`config.mk`:
```
export PLATFORM = sky130hd
export DESIGN_NAME = uart_tx_readback
export DESIGN_NICKNAME = d
export VERILOG_FILES = /design/src/rtl/urb_pkg.sv /design/src/rtl/urb_sync.sv /design/src/rtl/urb_bit_timer.sv /design/src/rtl/urb_frame_seq.sv /design/src/rtl/uart_tx_readback.sv
export SDC_FILE = /design/constraint.sdc
export NUM_CORES = 1
export LEC_CHECK = 0
export ABC_AREA = 1
export BUFFER_PORTS_ARGS = -buffer_cell sky130_fd_sc_hd__buf_4
export CAP_MARGIN = 20
export CORE_ASPECT_RATIO = 1.75
export CORE_MARGIN = 4
export CORE_UTILIZATION = 27
export CTS_BUF_LIST = sky130_fd_sc_hd__clkbuf_4
export DETAILED_ROUTE_END_ITERATION = 12
export GPL_TIMING_DRIVEN = 1
export SLEW_MARGIN = 20
export SYNTH_ARGS = -nofsm -noshare
export SYNTH_HDL_FRONTEND = slang
export SYNTH_SLANG_ARGS = --single-unit
```
`constraint.sdc`:
```
create_clock -name clk -period 2 [get_ports clk]
set_clock_uncertainty 0.15 [all_clocks]
set_input_delay 0.6 -clock clk [delete_from_list [all_inputs] [get_ports clk]]
set_output_delay 0.6 -clock clk [all_outputs]
set_load 0.005 [all_outputs]
```
`src/rtl/urb_pkg.sv`:
```
package urb_pkg;
   // Level of an idle UART line and of the stop bit.
   localparam logic IDLE_LEVEL = 1'b1;
   // Start and stop bits that wrap every character.
   localparam int unsigned FRAME_OVERHEAD = 2;

   // Sample index whose following tick carries the readback comparison.
   function automatic int unsigned mid_sample(input int unsigned n);
      return (n + 1) / 2;
   endfunction
endpackage

```
`src/rtl/urb_sync.sv`:
```
module urb_sync #(
   parameter int STAGES = 2
) (
   input  logic clk,
   input  logic rst_n,
   input  logic din,
   output logic dout
);
   import urb_pkg::*;

   generate
      if (STAGES == 0) begin : g_bypass
         assign dout = din;
      end else begin : g_chain
         logic [STAGES-1:0] stg_q;
         always_ff @(posedge clk or negedge rst_n) begin
            if (!rst_n) stg_q <= {STAGES{IDLE_LEVEL}};
            else if (STAGES == 1) stg_q <= din;
            else stg_q <= {stg_q[(STAGES > 1 ? STAGES-2 : 0):0], din};
         end
         assign dout = stg_q[STAGES-1];
      end
   endgenerate
endmodule

```
`src/rtl/urb_bit_timer.sv`:
```
module urb_bit_timer #(
   parameter int CNT_W = 5
) (
   input  logic             clk,
   input  logic             rst_n,
   input  logic             run,
   input  logic             tick,
   input  logic [CNT_W-1:0] samp_n,
   output logic             bit_end,
   output logic             chk_pt
);
   import urb_pkg::*;

   logic [CNT_W-1:0] cnt_q;
   logic [CNT_W-1:0] mid;

   // Ticks already seen in this bit; the tick that finds cnt_q == mid is sample mid+1.
   assign mid     = CNT_W'(mid_sample(int'(samp_n)));
   assign bit_end = run & tick & (cnt_q == samp_n - 1'b1);
   assign chk_pt  = run & tick & (cnt_q == mid);

   always_ff @(posedge clk or negedge rst_n) begin
      if (!rst_n)                cnt_q <= '0;
      else if (!run || bit_end)  cnt_q <= '0;
      else if (tick)             cnt_q <= cnt_q + 1'b1;
   end
endmodule

```
`src/rtl/urb_frame_seq.sv`:
```
module urb_frame_seq #(
   parameter int DATA_W = 8
) (
   input  logic              clk,
   input  logic              rst_n,
   input  logic              load,
   input  logic [DATA_W-1:0] data,
   input  logic              bit_end,
   output logic              busy,
   output logic              done,
   output logic              tx_bit
);
   import urb_pkg::*;

   localparam int FRAME_W = DATA_W + int'(FRAME_OVERHEAD);
   localparam int IDX_W   = $clog2(FRAME_W);
   localparam logic [IDX_W-1:0] LAST_IDX = IDX_W'(FRAME_W - 1);

   logic [FRAME_W-1:0] sh_q;
   logic [IDX_W-1:0]   idx_q;
   logic               busy_q;
   logic               done_q;

   always_ff @(posedge clk or negedge rst_n) begin
      if (!rst_n) begin
         sh_q   <= {FRAME_W{IDLE_LEVEL}};
         idx_q  <= '0;
         busy_q <= 1'b0;
         done_q <= 1'b0;
      end else begin
         done_q <= 1'b0;
         if (!busy_q) begin
            if (load) begin
               sh_q   <= {IDLE_LEVEL, data, ~IDLE_LEVEL};
               idx_q  <= '0;
               busy_q <= 1'b1;
            end
         end else if (bit_end) begin
            if (idx_q == LAST_IDX) begin
               busy_q <= 1'b0;
               done_q <= 1'b1;
            end else begin
               sh_q  <= {IDLE_LEVEL, sh_q[FRAME_W-1:1]};
               idx_q <= idx_q + 1'b1;
            end
         end
      end
   end

   assign busy   = busy_q;
   assign done   = done_q;
   assign tx_bit = sh_q[0];
endmodule

```
`src/rtl/uart_tx_readback.sv`:
```
module uart_tx_readback #(
   parameter int DATA_W      = 8,
   parameter int CNT_W       = 5,
   parameter int MIN_SAMP    = 6,
   parameter int MAX_SAMP    = 16,
   parameter int SYNC_STAGES = 2
) (
   input  logic              clk,
   input  logic              rst_n,
   input  logic              presc_tick,
   input  logic [CNT_W-1:0]  samp_per_bit,
   input  logic              chk_en,
   input  logic              half_duplex,
   input  logic [DATA_W-1:0] tx_data,
   input  logic              tx_start,
   input  logic              rx_pin,
   input  logic              err_clr,
   output logic              tx_pin,
   output logic              busy,
   output logic              done,
   output logic              bit_err
);
   localparam logic [CNT_W-1:0] MIN_V = CNT_W'(MIN_SAMP);
   localparam logic [CNT_W-1:0] MAX_V = CNT_W'(MAX_SAMP);

   // Elaboration-time parameter checks.
   generate
      if (MIN_SAMP < 4) begin : g_bad_min
         $error("MIN_SAMP must be at least 4 so the compare tick precedes the bit end");
      end
      if (MAX_SAMP < MIN_SAMP) begin : g_bad_range
         $error("MAX_SAMP must not be below MIN_SAMP");
      end
      if (MAX_SAMP >= (1 << CNT_W)) begin : g_bad_cnt
         $error("CNT_W too narrow for MAX_SAMP");
      end
      if (DATA_W < 1) begin : g_bad_data
         $error("DATA_W must be positive");
      end
   endgenerate

   logic             accept;
   logic             bit_end;
   logic             chk_pt;
   logic             rx_s;
   logic             tx_bit;
   logic             mismatch;
   logic             err_q;
   logic [CNT_W-1:0] samp_lim;
   logic [CNT_W-1:0] samp_q;

   always_comb begin
      if (samp_per_bit < MIN_V)      samp_lim = MIN_V;
      else if (samp_per_bit > MAX_V) samp_lim = MAX_V;
      else                           samp_lim = samp_per_bit;
   end

   assign accept = tx_start & ~busy;

   always_ff @(posedge clk or negedge rst_n) begin
      if (!rst_n)      samp_q <= MIN_V;
      else if (accept) samp_q <= samp_lim;
   end

   urb_sync #(.STAGES(SYNC_STAGES)) u_sync (
      .clk(clk), .rst_n(rst_n), .din(rx_pin), .dout(rx_s)
   );

   urb_bit_timer #(.CNT_W(CNT_W)) u_tmr (
      .clk(clk), .rst_n(rst_n), .run(busy), .tick(presc_tick),
      .samp_n(samp_q), .bit_end(bit_end), .chk_pt(chk_pt)
   );

   urb_frame_seq #(.DATA_W(DATA_W)) u_seq (
      .clk(clk), .rst_n(rst_n), .load(accept), .data(tx_data),
      .bit_end(bit_end), .busy(busy), .done(done), .tx_bit(tx_bit)
   );

   assign mismatch = chk_pt & chk_en & half_duplex & (rx_s != tx_bit);

   // Set dominates clear.
   always_ff @(posedge clk or negedge rst_n) begin
      if (!rst_n)        err_q <= 1'b0;
      else if (mismatch) err_q <= 1'b1;
      else if (err_clr)  err_q <= 1'b0;
   end

   assign tx_pin  = tx_bit;
   assign bit_err = err_q;
endmodule

```
==> run metrics <==
status finished with violations; failing checks hold timing; Post-Syn Instances 221; Critical Path Start Type flip-flop; # port buffers 24; maximum VDD drop 0.286 mV; Slew @ Worst Pin 0.363 ns; total number of vias 1,528; critical path capture point type flip-flop; synthesis-stage register bit count 28; NumNets Final 284; Num CTS Buffers 3; routability cong. 0.865; min-delay worst type in -> async; GR Overflow Total 0; die area 0.00758 mm²; DRT Wirelength 3.97 mm; maxcap violations 0; Initial DRC Count 43; largest area contributor in the netlist dfrtp_1; per-cell routed wire length 11.9 µm; Synth Area in Simple Gates 0.359; Final Hold Viols 5; fraction of registers with async set or reset after synthesis 1.00; Rel. slew slack 0.758; WP data arrival 2.00 ns; Synth top area share 0.224; first-pass GRT wire length 6.79 mm; io pins 25; antenna-violating nets left 0; DPL Wire Length 3.00 mm; CTS tree built; RSZ-0062 raised after global routing yes; layout cells sized above 1 0.276; Mapped Avg Cell Area 7.58 µm²; Critical Path Slowest Stage Cell dfstp_2; GRT Util Overall 0.113; number of global-route vias before repair 1,538; pwr/cell area 763 mW/mm²; Rows 37; Area contributors post-synth dfrtp_1 (22%), dfstp_2 (20%), nand2_1 (17%), nand4_1 (6.7%), inv_1 (4.9%); Post-synth top cells nand2_1 (78), inv_1 (22), nand4_1 (18), nor2_1 (18), dfrtp_1 (15); Main synth FF type dfrtp_1; max-slew violation count 0; kind of critical path reg -> reg; Clock Tree Root clkbuf_4; Clock transition at path regs 0.17 ns; DIE HEIGHT 112 µm; core area 0.00597 mm²; count leader, synth nand2_1; Fill cells 637; post-route clock period utilization 0.956; hold_ws -0.000668 ns; P&R area growth vs syn 26.8%; largest net degree at the start of global routing 29; Initial Utilization 0.281; register area 717 µm²; Final min period 1.91 ns; initial antenna violation count 0; TNS Setup 0 ns; TritonCTS Sinks 28; Antenna diodes 0; fmax 0.523 GHz; Synth Net Count 247; drt drc 0; library cells used by synthesis 27; die width 67.5 µm; mux cell area share after synthesis 0; EDFF count, synth 0; Post-Synth Adder-Cell Area 0.0373; htree depth 1; cell chain of the critical path inv_2 -> ha_4 -> nand2_1 -> nand2_1 -> nand3_2 -> nor2_2 -> nand3_2 -> nand2_4 -> nand3_4 -> nand2_1 -> nand2_1; Seq/Total Area, Yosys 0.428; largest family of logic cells by synthesized area simple AND/OR/NAND/NOR gates; Worst Path Max Fanout 7; Compound-Gate Fraction of Synth Area 0.0485; synth warn 0; Pleak 0.00105 µW; Pwr Total 1620 µW; Clk Latency, worst-skew pair 0.34 ns; buffer levels on the longest clock path 2; Post-Synth XOR/XNOR Area 0.0418; final setup vio count 0; Critical Path Max Stage Delay 0.56 ns; DRT Pass-1 Iters 4; CP required 2.09 ns; area of the multi-input gates 851 µm²; R2R cell count 11; Via density 4.56; most used cell, CP nand2_1; Post-Syn Area 0.00168 mm²
[cells in the final DEF (no fill, tap or decap), types with 6 or more instances in the layout]
| cell | instances |
|---|---|
| dfrtp_1 | 15 |
| nand2_1 | 77 |
| dfstp_2 | 13 |
| nand3_1 | 7 |
| o21ai_0 | 9 |
| buf_4 | 35 |
| nand4_1 | 18 |
| inv_1 | 20 |
| xor2_1 | 6 |
| nor2_1 | 18 |
[metrics by stage]
step	setup WS [ns]	cells	area (µm²)	hold slack [ns]	util
4_1_cts	0.0351	331	2050	0.00585	0.343
2_1_floorplan	0.0334	221	1690	0.154	-
3_3_place_gp	0.0748	327	2000	0.197	0.335
3_5_place_dp	0.0643	327	2000	0.197	0.335
6_report	0.0877	335	2120	-0.000668	0.356
5_1_grt	-0.0613	335	2120	0.0104	0.356
[worst max-delay path: cells and delay by family (launching register included)]
kind	cells	cell delay (ns)
buffers and inverters	1	0.05
flip-flops	1	0.56
adder cells (fa/ha/maj)	1	0.27
AND/OR/NAND/NOR	9	0.79
[cell type report]
type	count	area share
multi-input combinational	163	0.400
sequential	28	0.337
timing repair buffer	38	0.148
tap	78	0.0459
inverter	24	0.0436
clock inverter	1	0.0141
clock buffer	3	0.0106
[registers in the layout (all words and copies together), names as in the netlist]
signal,flops
u_tmr.cnt_q,5
u_seq.busy,1
bit_err,1
u_sync.g_chain.stg_q,2
samp_q,5
u_seq.done,1
u_seq.idx_q,4
u_seq.sh_q,9
[path summary, 6_finish.rpt]
kind	start	to	slack [ns]
max	samp_q[1]$_DFFE_PN1P_	u_seq.idx_q[1]$_DFFE_PN0P_	0.09
min	rst_n	u_tmr.cnt_q[2]$_DFFE_PN0P_	-0.0007
max reg2reg	samp_q[1]$_DFFE_PN1P_	u_seq.idx_q[1]$_DFFE_PN0P_	0.09
min reg2reg	u_sync.g_chain.stg_q[0]$_DFF_PN1_	u_sync.g_chain.stg_q[1]$_DFF_PN1_	0.22
max in group asynchronous	rst_n	u_seq.sh_q[2]$_DFFE_PN1P_	1.39
min in group clk	rx_pin	u_sync.g_chain.stg_q[0]$_DFF_PN1_	0.21
[kinds of logic (layout without fill, tap and decap cells)]
group,Yosys count,after routing
compound gates,16,16
xor+xnor,8,8
fa+ha+maj,5,5
buf+inv,31,66
flops,28,28
simple gates,133,134
[power by group]
| part | switching (µW) | internal (µW) | total (µW) |
|---|---|---|---|
| Sequential | 111 | 677 | 788 |
| Clock | 177 | 203 | 380 |
| Combinational | 248 | 205 | 453 |
| Total | 537 | 1080 | 1620 |
[layer usage]
layer  share of wire  wire [µm]  GRT usage  vias to the layer above
li1                -          -          -                      782
met1            0.39       1550      0.133                      704
met2            0.54       2150      0.196                       33
met3           0.044        175     0.0170                        9
met4           0.026        102     0.0461                        0
met5               0          0          0                        -
[what timing repair did]
action | in CTS | in global routing
setup endpoints to repair | 0 | 18
gates resized for setup | 0 | 9
hold buffers | 0 | 0
setup buffers | 0 | 2
Power figures use the tool's default switching activity.
